File: src/rtl/pinmux_pkg.sv
package pinmux_pkg;
  localparam int NPINS  = 4;
  localparam int MODE_W = 2;
  localparam int NCOS   = 2;

  typedef enum logic [MODE_W-1:0] {
    PM_INPUT = 2'b00,
    PM_PORT  = 2'b01,
    PM_ALT_A = 2'b10,
    PM_ALT_B = 2'b11
  } pin_mode_e;

  // clock vector index: 0 tx 1x, 1 tx 16x, 2 rx 1x, 3 rx 16x
  function automatic int alt_a_src(input int pin);
    case (pin)
      0:       return 0;
      1:       return 3;
      2:       return 2;
      default: return 1;
    endcase
  endfunction

  function automatic int alt_b_src(input int pin);
    case (pin)
      0:       return 1;
      1:       return 2;
      2:       return 3;
      default: return 0;
    endcase
  endfunction

  // which pin lands on each readback bit
  function automatic int rb_pin(input int bitpos);
    case (bitpos)
      0:       return 2;
      1:       return 0;
      2:       return 3;
      default: return 1;
    endcase
  endfunction
endpackage

File: src/rtl/pm_rst_sync.sv
module pm_rst_sync #(
  parameter int STAGES = 2
) (
  input  logic clk,
  input  logic rst_n,
  output logic rst_ok
);
  logic [STAGES-1:0] sync_q;
  logic [STAGES-1:0] sync_d;

  always_comb sync_d = {sync_q[STAGES-2:0], 1'b1};

  always_ff @(posedge clk or negedge rst_n) begin
    if (!rst_n) sync_q <= '0;
    else        sync_q <= sync_d;
  end

  assign rst_ok = sync_q[STAGES-1];
endmodule

File: src/rtl/pm_pin_src.sv
module pm_pin_src
  import pinmux_pkg::*;
#(
  parameter int PIN_IDX = 0
) (
  input  logic      en_i,
  input  pin_mode_e mode_i,
  input  logic      port_bit_i,
  input  logic      rts_gate_i,
  input  logic      rts_n_i,
  input  logic [3:0] clk_vec_i,
  output logic      drv_o,
  output logic      oe_o
);
  localparam int A_IDX = alt_a_src(PIN_IDX);
  localparam int B_IDX = alt_b_src(PIN_IDX);

  always_comb begin
    oe_o = en_i && (mode_i != PM_INPUT);
    unique case (mode_i)
      PM_PORT:  drv_o = rts_gate_i ? rts_n_i : port_bit_i;
      PM_ALT_A: drv_o = clk_vec_i[A_IDX];
      PM_ALT_B: drv_o = clk_vec_i[B_IDX];
      default:  drv_o = 1'b0;
    endcase
  end
endmodule

File: src/rtl/pm_cos_detect.sv
module pm_cos_detect #(
  parameter int SYNC_STAGES = 2
) (
  input  logic clk,
  input  logic rst_ok,
  input  logic pin_i,
  input  logic clr_i,
  output logic flag_o
);
  logic [SYNC_STAGES-1:0] sync_q, sync_d;
  logic prev_q, prev_d;
  logic flag_q, flag_d;
  logic edge_seen;

  always_comb begin
    sync_d    = {sync_q[SYNC_STAGES-2:0], pin_i};
    prev_d    = sync_q[SYNC_STAGES-1];
    edge_seen = sync_q[SYNC_STAGES-1] ^ prev_q;
    if (edge_seen)  flag_d = 1'b1;
    else if (clr_i) flag_d = 1'b0;
    else            flag_d = flag_q;
  end

  always_ff @(posedge clk or negedge rst_ok) begin
    if (!rst_ok) begin
      sync_q <= '0;
      prev_q <= 1'b0;
      flag_q <= 1'b0;
    end else begin
      sync_q <= sync_d;
      prev_q <= prev_d;
      flag_q <= flag_d;
    end
  end

  assign flag_o = flag_q;
endmodule

File: src/rtl/pin_mux_ctrl.sv
module pin_mux_ctrl
  import pinmux_pkg::*;
#(
  parameter int SYNC_STAGES = 2,
  parameter int RST_STAGES  = 2
) (
  input  logic                      clk,
  input  logic                      rst_n,
  input  logic [NPINS*MODE_W-1:0]   pin_mode_i,
  input  logic                      rts_enable_i,
  input  logic [NPINS-1:0]          port_bits_i,
  input  logic                      rts_n_i,
  input  logic                      txclk_1x_i,
  input  logic                      txclk_16x_i,
  input  logic                      rxclk_1x_i,
  input  logic                      rxclk_16x_i,
  input  logic [NPINS-1:0]          pad_in_i,
  output logic [NPINS-1:0]          pad_out_o,
  output logic [NPINS-1:0]          pad_oe_o,
  output logic [NPINS-1:0]          in_port_o,
  output logic                      tx_clk_tap_o,
  output logic                      rx_clk_tap_o,
  input  logic                      cos_rd_i,
  output logic [NCOS-1:0]           cos_flag_o
);
  logic       rst_ok;
  logic [3:0] clk_vec;

  assign clk_vec = {rxclk_16x_i, rxclk_1x_i, txclk_16x_i, txclk_1x_i};

  pm_rst_sync #(.STAGES(RST_STAGES)) rst_sync_i (
    .clk(clk), .rst_n(rst_n), .rst_ok(rst_ok)
  );

  for (genvar g = 0; g < NPINS; g++) begin : g_pin
    logic rts_gate;
    assign rts_gate = (g == 1) ? (rts_enable_i & port_bits_i[g]) : 1'b0;

    pm_pin_src #(.PIN_IDX(g)) src_i (
      .en_i       (rst_ok),
      .mode_i     (pin_mode_e'(pin_mode_i[g*MODE_W +: MODE_W])),
      .port_bit_i (port_bits_i[g]),
      .rts_gate_i (rts_gate),
      .rts_n_i    (rts_n_i),
      .clk_vec_i  (clk_vec),
      .drv_o      (pad_out_o[g]),
      .oe_o       (pad_oe_o[g])
    );

    assign in_port_o[g] = pad_in_i[rb_pin(g)];
  end

  for (genvar c = 0; c < NCOS; c++) begin : g_cos
    pm_cos_detect #(.SYNC_STAGES(SYNC_STAGES)) cos_i (
      .clk(clk), .rst_ok(rst_ok), .pin_i(pad_in_i[c]),
      .clr_i(cos_rd_i), .flag_o(cos_flag_o[c])
    );
  end

  assign tx_clk_tap_o = pad_in_i[3];
  assign rx_clk_tap_o = pad_in_i[2];
endmodule

File: config.mk
export PLATFORM = sky130hd
export DESIGN_NAME = pin_mux_ctrl
export DESIGN_NICKNAME = d
export VERILOG_FILES = /design/src/rtl/pinmux_pkg.sv /design/src/rtl/pm_rst_sync.sv /design/src/rtl/pm_pin_src.sv /design/src/rtl/pm_cos_detect.sv /design/src/rtl/pin_mux_ctrl.sv
export SDC_FILE = /design/constraint.sdc
export NUM_CORES = 1
export LEC_CHECK = 0
export BUFFER_PORTS_ARGS = -buffer_cell sky130_fd_sc_hd__buf_2
export CAP_MARGIN = 20
export CORE_MARGIN = 1.5
export CORE_UTILIZATION = 37
export DETAILED_ROUTE_END_ITERATION = 8
export GPL_TIMING_DRIVEN = 0
export MAX_ROUTING_LAYER = met4
export PLACE_DENSITY = 0.74
export SLEW_MARGIN = 20
export SYNTH_ARGS = -nofsm -noshare
export SYNTH_HDL_FRONTEND = slang
export SYNTH_SLANG_ARGS = --single-unit
File: constraint.sdc
create_clock -name clk -period 1.99 [get_ports clk]
set_input_delay 0.0995 -clock clk [delete_from_list [all_inputs] [get_ports clk]]
set_output_delay 0.0995 -clock clk [all_outputs]
set_load 0.1 [all_outputs]
== Word-level counts from Yosys, hierarchy flattened ==
Cells that the tools add are included.
Word-level totals
  flip-flop bits (word level): 10
  latch bits: 0
  RAM bits: 0
  bits in read-only memories: 0
  input port bits: 25
  output and inout port bits: 16
  word-level logic and storage cells: 40
  memories kept: 0
Cells by class
  add/subtract/negate cells: 0
  multiply operators: 0
  div/mod/pow operators: 0
  order comparisons: 0
  equal/unequal tests: 12
  shifts and indexed selects: 0
  mux-type cells: 8
  bitwise operators: 3
  reductions and logical operators: 10
Operators with widths (count)
  2-bit equality test, second input constant: 8
  1-bit case mux with 3 select lines: 4
  2-bit nonzero test: 6
  2-bit by 1-bit equality test with 1-bit output, second input constant: 4
  1-bit logical AND: 4
  1-bit two-way mux: 4
  1-bit XOR: 2
  1-bit AND: 1

== Longest topological paths before layout ==
  depth in word-level cells: 3
  depth in mapped cells: 3
  gate-level depth less buffers: 2

== Modules after synthesis ==
Synthesis repeated with hierarchy kept, for this count alone.
Second synthesis, totals
  cells, all modules: 49
  area, all modules: 519.2 um^2
Modules (own cells, without submodules)
  pm_cos_detect: instances 2, cells an instance 7, area each 117.6 um^2, sequential area each 100.1 um^2
  pm_pin_src: instances 4, cells an instance 6, area each 43.8 um^2, sequential area each 0.0 um^2
  pin_mux_ctrl: instances 1, cells an instance 8, area each 55.1 um^2, sequential area each 0.0 um^2
  pm_rst_sync: instances 1, cells an instance 3, area each 53.8 um^2, sequential area each 50.0 um^2

== Least setup slack after synthesis ==
Ideal clock, no wire load.
  path kind: reg2out
  start: reg rst_sync_i.sync_q[1]
  end: out pad_oe_o[0]
  arrival time: 0.969 ns
  data required time: 1.891 ns
  slack: 0.921 ns
  cell stages (with the launch flop): 3
  buffers on the path: 1
  path through: dfrtp_1 -> o21a_1 -> buf_4
Between the ends
  cells in the longest elaborated chain, start to end: 1
RTL lines
  start: declaration: RTL line pm_rst_sync.sv:8  | logic [STAGES-1:0] sync_q;
  start signal: assignment: RTL line pm_rst_sync.sv:15  | else sync_q <= sync_d;
  1-bit logical AND: RTL line pm_pin_src.sv:19  | oe_o = en_i && (mode_i != PM_INPUT);
  end: declaration: RTL line pin_mux_ctrl.sv:19  | output logic [NPINS-1:0] pad_oe_o,
Every way passes these cells.

== Final worst setup path ==
Ends and elaborated chain as after synthesis.

==> metrics.md <==
| Metric | Value |
|---|---|
| Pleak | 0.4615 nW |
| Initial antenna violation count | 0 |
| Starting Density | 0.4081 |
| Routed wire length | 1.001 mm |
| Die height | 41.36 um |
| Status | completed |
| Commonest non-fill, non-tap cells in the layout | 38 x buf_2, 16 x buf_4, 10 x dfrtp_1 |
| R2R cell count | 2 |
| Commonest non-fill, non-tap cell in the layout | buf_2 |
| Combinational fraction of design power | 0.450 |
| Fin. max-slew vios | 0 |
| WP data required | 1.89 ns |
| R2r endpoint | g_cos[0].cos_i.flag_o |
| Final setup viols | 0 |
| Placer congestion estimate | 0.5918 |
| Post-layout util | 0.6041 |
| Detailed placement HPWL | 824.6 um |
| 1st-iter DRT viols | 4 |
| Cell area after synthesis | 544.3 um^2 |
| 1st-pass router iterations | 4 |
| Final hold vios | 0 |
| Die area | 1710 um^2 |
| DR vias | 464 |
| Clk buf depth | 2 |
| P_int | 362.8 uW |
| Largest net degree at the start of global routing | 13 |
| Fmax | 0.6095 GHz |
| Complex-gate fraction of the synthesized area | 0.08506 |
| Setup TNS | 0 ns |
| Adder-cell share of the synthesized area | 0 |
| Multiplexer share of the synthesized area | 0.1287 |
| Cell count after synthesis | 51 |
| Root buf cell | clkbuf_4 |
| RSZ-0062 raised after global routing | no |
| Clk_lat worst skew | 0.25 ns |
| CTS tree | yes |
| Warnings, synthesis | 0 |
| Num CTS Buffers | 3 |
| # rows | 13 |
| Sequential power share | 0.354 |
| Antenna viol nets, final | 0 |
| Switching Share | 0.4297 |
| Simple-gate share of the synthesized area | 0.04598 |
| Core Area | 1334 um^2 |
| Mean Syn Cell Area | 10.67 um^2 |
| Setup crit start kind | flop |
| Power per Cell Area | 789.4 nW/um^2 |
| Avg WL per Cell | 9.100 um |
| Die width | 41.36 um |
| Synth Area in XOR/XNOR | 0.03218 |
| Hold crit path type | in2reg |
| Syn nets | 76 |
| Synthesis-stage register bit count | 10 |
| Arr. time, crit path | 1.54 ns |
| Port bufs | 38 |
| Global-route wire length before repair | 1.255 mm |
| N_diodes | 0 |
| Fraction of final layout cells sized beyond drive strength 1 | 0.6000 |
| Nets | 122 |
| Reg2reg start | g_cos[0].cos_i.sync_q[1] |
| Peak VDD IR | 421.6 uV |
| Setup Skew | 0.001323 ns |
| H-tree levels | 1 |
| Ports | 41 |
| Nature of the critical path endpoint | primary output |
| Post-CTS Setup Repair Bufs | 0 |
| Vias in the first global route | 340 |
| Seq/Total Area, Yosys | 0.4598 |
| Worst R2R Setup Slack | 1.27 ns |
| Min-delay src | cos_rd_i |
| Cts repair resizes | 0 |
| DRC viols | 0 |
| Worst-path clk slew | 0.06 ns |
| Hold Path Cell Cnt | 2 |
| Crit share post-route | 0.8244 |
| Hold endpoint | g_cos[0].cos_i.flag_o |
| Critical Path Fanout Max | 12 |
| # clock sinks | 10 |
| Drt via density | 4.218 |
| Synth cell types | 12 |
| GRT Util Overall | 0.1220 |
| Post-CTS Hold Buffers | 3 |
| Total gr overflow | 0 |
| Crit path time final | 1.641 ns |
| # fillers | 133 |
| Area Growth Syn to Fin | 48.05% |
| WS Path Type | reg2out |
| Combinational family with the most area after synthesis | buffers and inverters |
| Clk pwr share | 0.196 |
| Max Cap Viol | 0 |
| Net Sw Power | 273.3 uW |
-- worst max-delay path: stages (launching register included) --
cell	delay, ns
dfrtp_1	0.60
o21a_1	0.19
buf_4	0.09
buf_2	0.41
-- synthesized netlist by cell type --
cell | instances | area (um^2)
buf_4 | 16 | 120.1
dfrtp_1 | 10 | 250.2
nand3b_1 | 1 | 7.510
o22ai_1 | 1 | 6.260
nand2_1 | 3 | 11.26
conb_1 | 1 | 3.750
xnor2_1 | 2 | 17.52
inv_1 | 3 | 11.26
o21a_1 | 4 | 30.03
nor2b_1 | 1 | 6.260
mux2i_1 | 7 | 70.07
o21ai_0 | 2 | 10.01
-- state kept, by name, summed over array words and instances (netlist names) --
name / flops
g_cos.cos_i.prev_q: 2
g_cos.cos_i.flag_o: 2
rst_sync_i.sync_q: 2
g_cos.cos_i.sync_q: 4
-- routing by layer --
layer | vias to the layer above | global-route usage | part of all wire
met3 | 2 | 0.05319 | 0.057
li1 | 238 | - | -
met4 | 0 | 0.07258 | 0.013
met1 | 207 | 0.1130 | 0.39
met5 | - | - | 0
met2 | 17 | 0.2070 | 0.54
-- cells by family after synthesis --
group                  after synthesis
flip-flops                          10
AO/OA/AOI/OAI                        7
buffers and inverters               19
AND/OR/NAND/NOR                      5
other                                1
multiplexers                         7
XOR/XNOR                             2
-- power by group through the flow --
| stage | clock network (mW) | registers, mW | logic [mW] |
|---|---|---|---|
| finish | 0.124 | 0.225 | 0.287 |
| global route | 0.144 | 0.227 | 0.301 |
| CTS | 0.134 | 0.226 | 0.288 |
| detailed placement | 0 | 0.229 | 0.283 |
| global placement | 0 | 0.229 | 0.281 |
| floorplan | 0 | 0.227 | 0.235 |
-- how the worst max path moves through the flow --
stage	start	end	cells after the start
after floorplan	rst_sync_i.sync_q[1]	pad_oe_o[0]	2
final	rst_sync_i.sync_q[1]	pad_oe_o[0]	3
after detailed placement	rst_sync_i.sync_q[1]	pad_oe_o[0]	3
after global placement	rst_sync_i.sync_q[1]	pad_oe_o[3]	3
after CTS	rst_sync_i.sync_q[1]	pad_oe_o[0]	3
after global routing	rst_sync_i.sync_q[1]	pad_oe_o[2]	3
-- cell type report --
cell class | instances | area [um^2] | area share
inverters | 3 | 11.26 | 0.01398
clock buffers | 3 | 22.52 | 0.02795
flip-flops and latches | 10 | 250.2 | 0.3106
well taps | 15 | 18.77 | 0.02329
multi-input cells | 22 | 162.7 | 0.2019
repair buffers | 41 | 220.2 | 0.2733
plain buffers | 16 | 120.1 | 0.1491
-- through the flow --
step	total power, mW	instances	worst slack (ns)	instance area [um^2]	hold slack, ns
after global routing	0.6720	110	0.2082	805.8	0.05989
after floorplan	0.4618	51	0.9211	544.3	-0.1961
after detailed placement	0.5128	104	0.5791	753.2	-0.1108
final	0.6361	110	0.3494	805.8	0.04728
after global placement	0.5102	104	0.5879	753.2	-0.1146
after CTS	0.6476	110	0.2903	805.8	0.03714
Power figures use the tool's default switching activity.
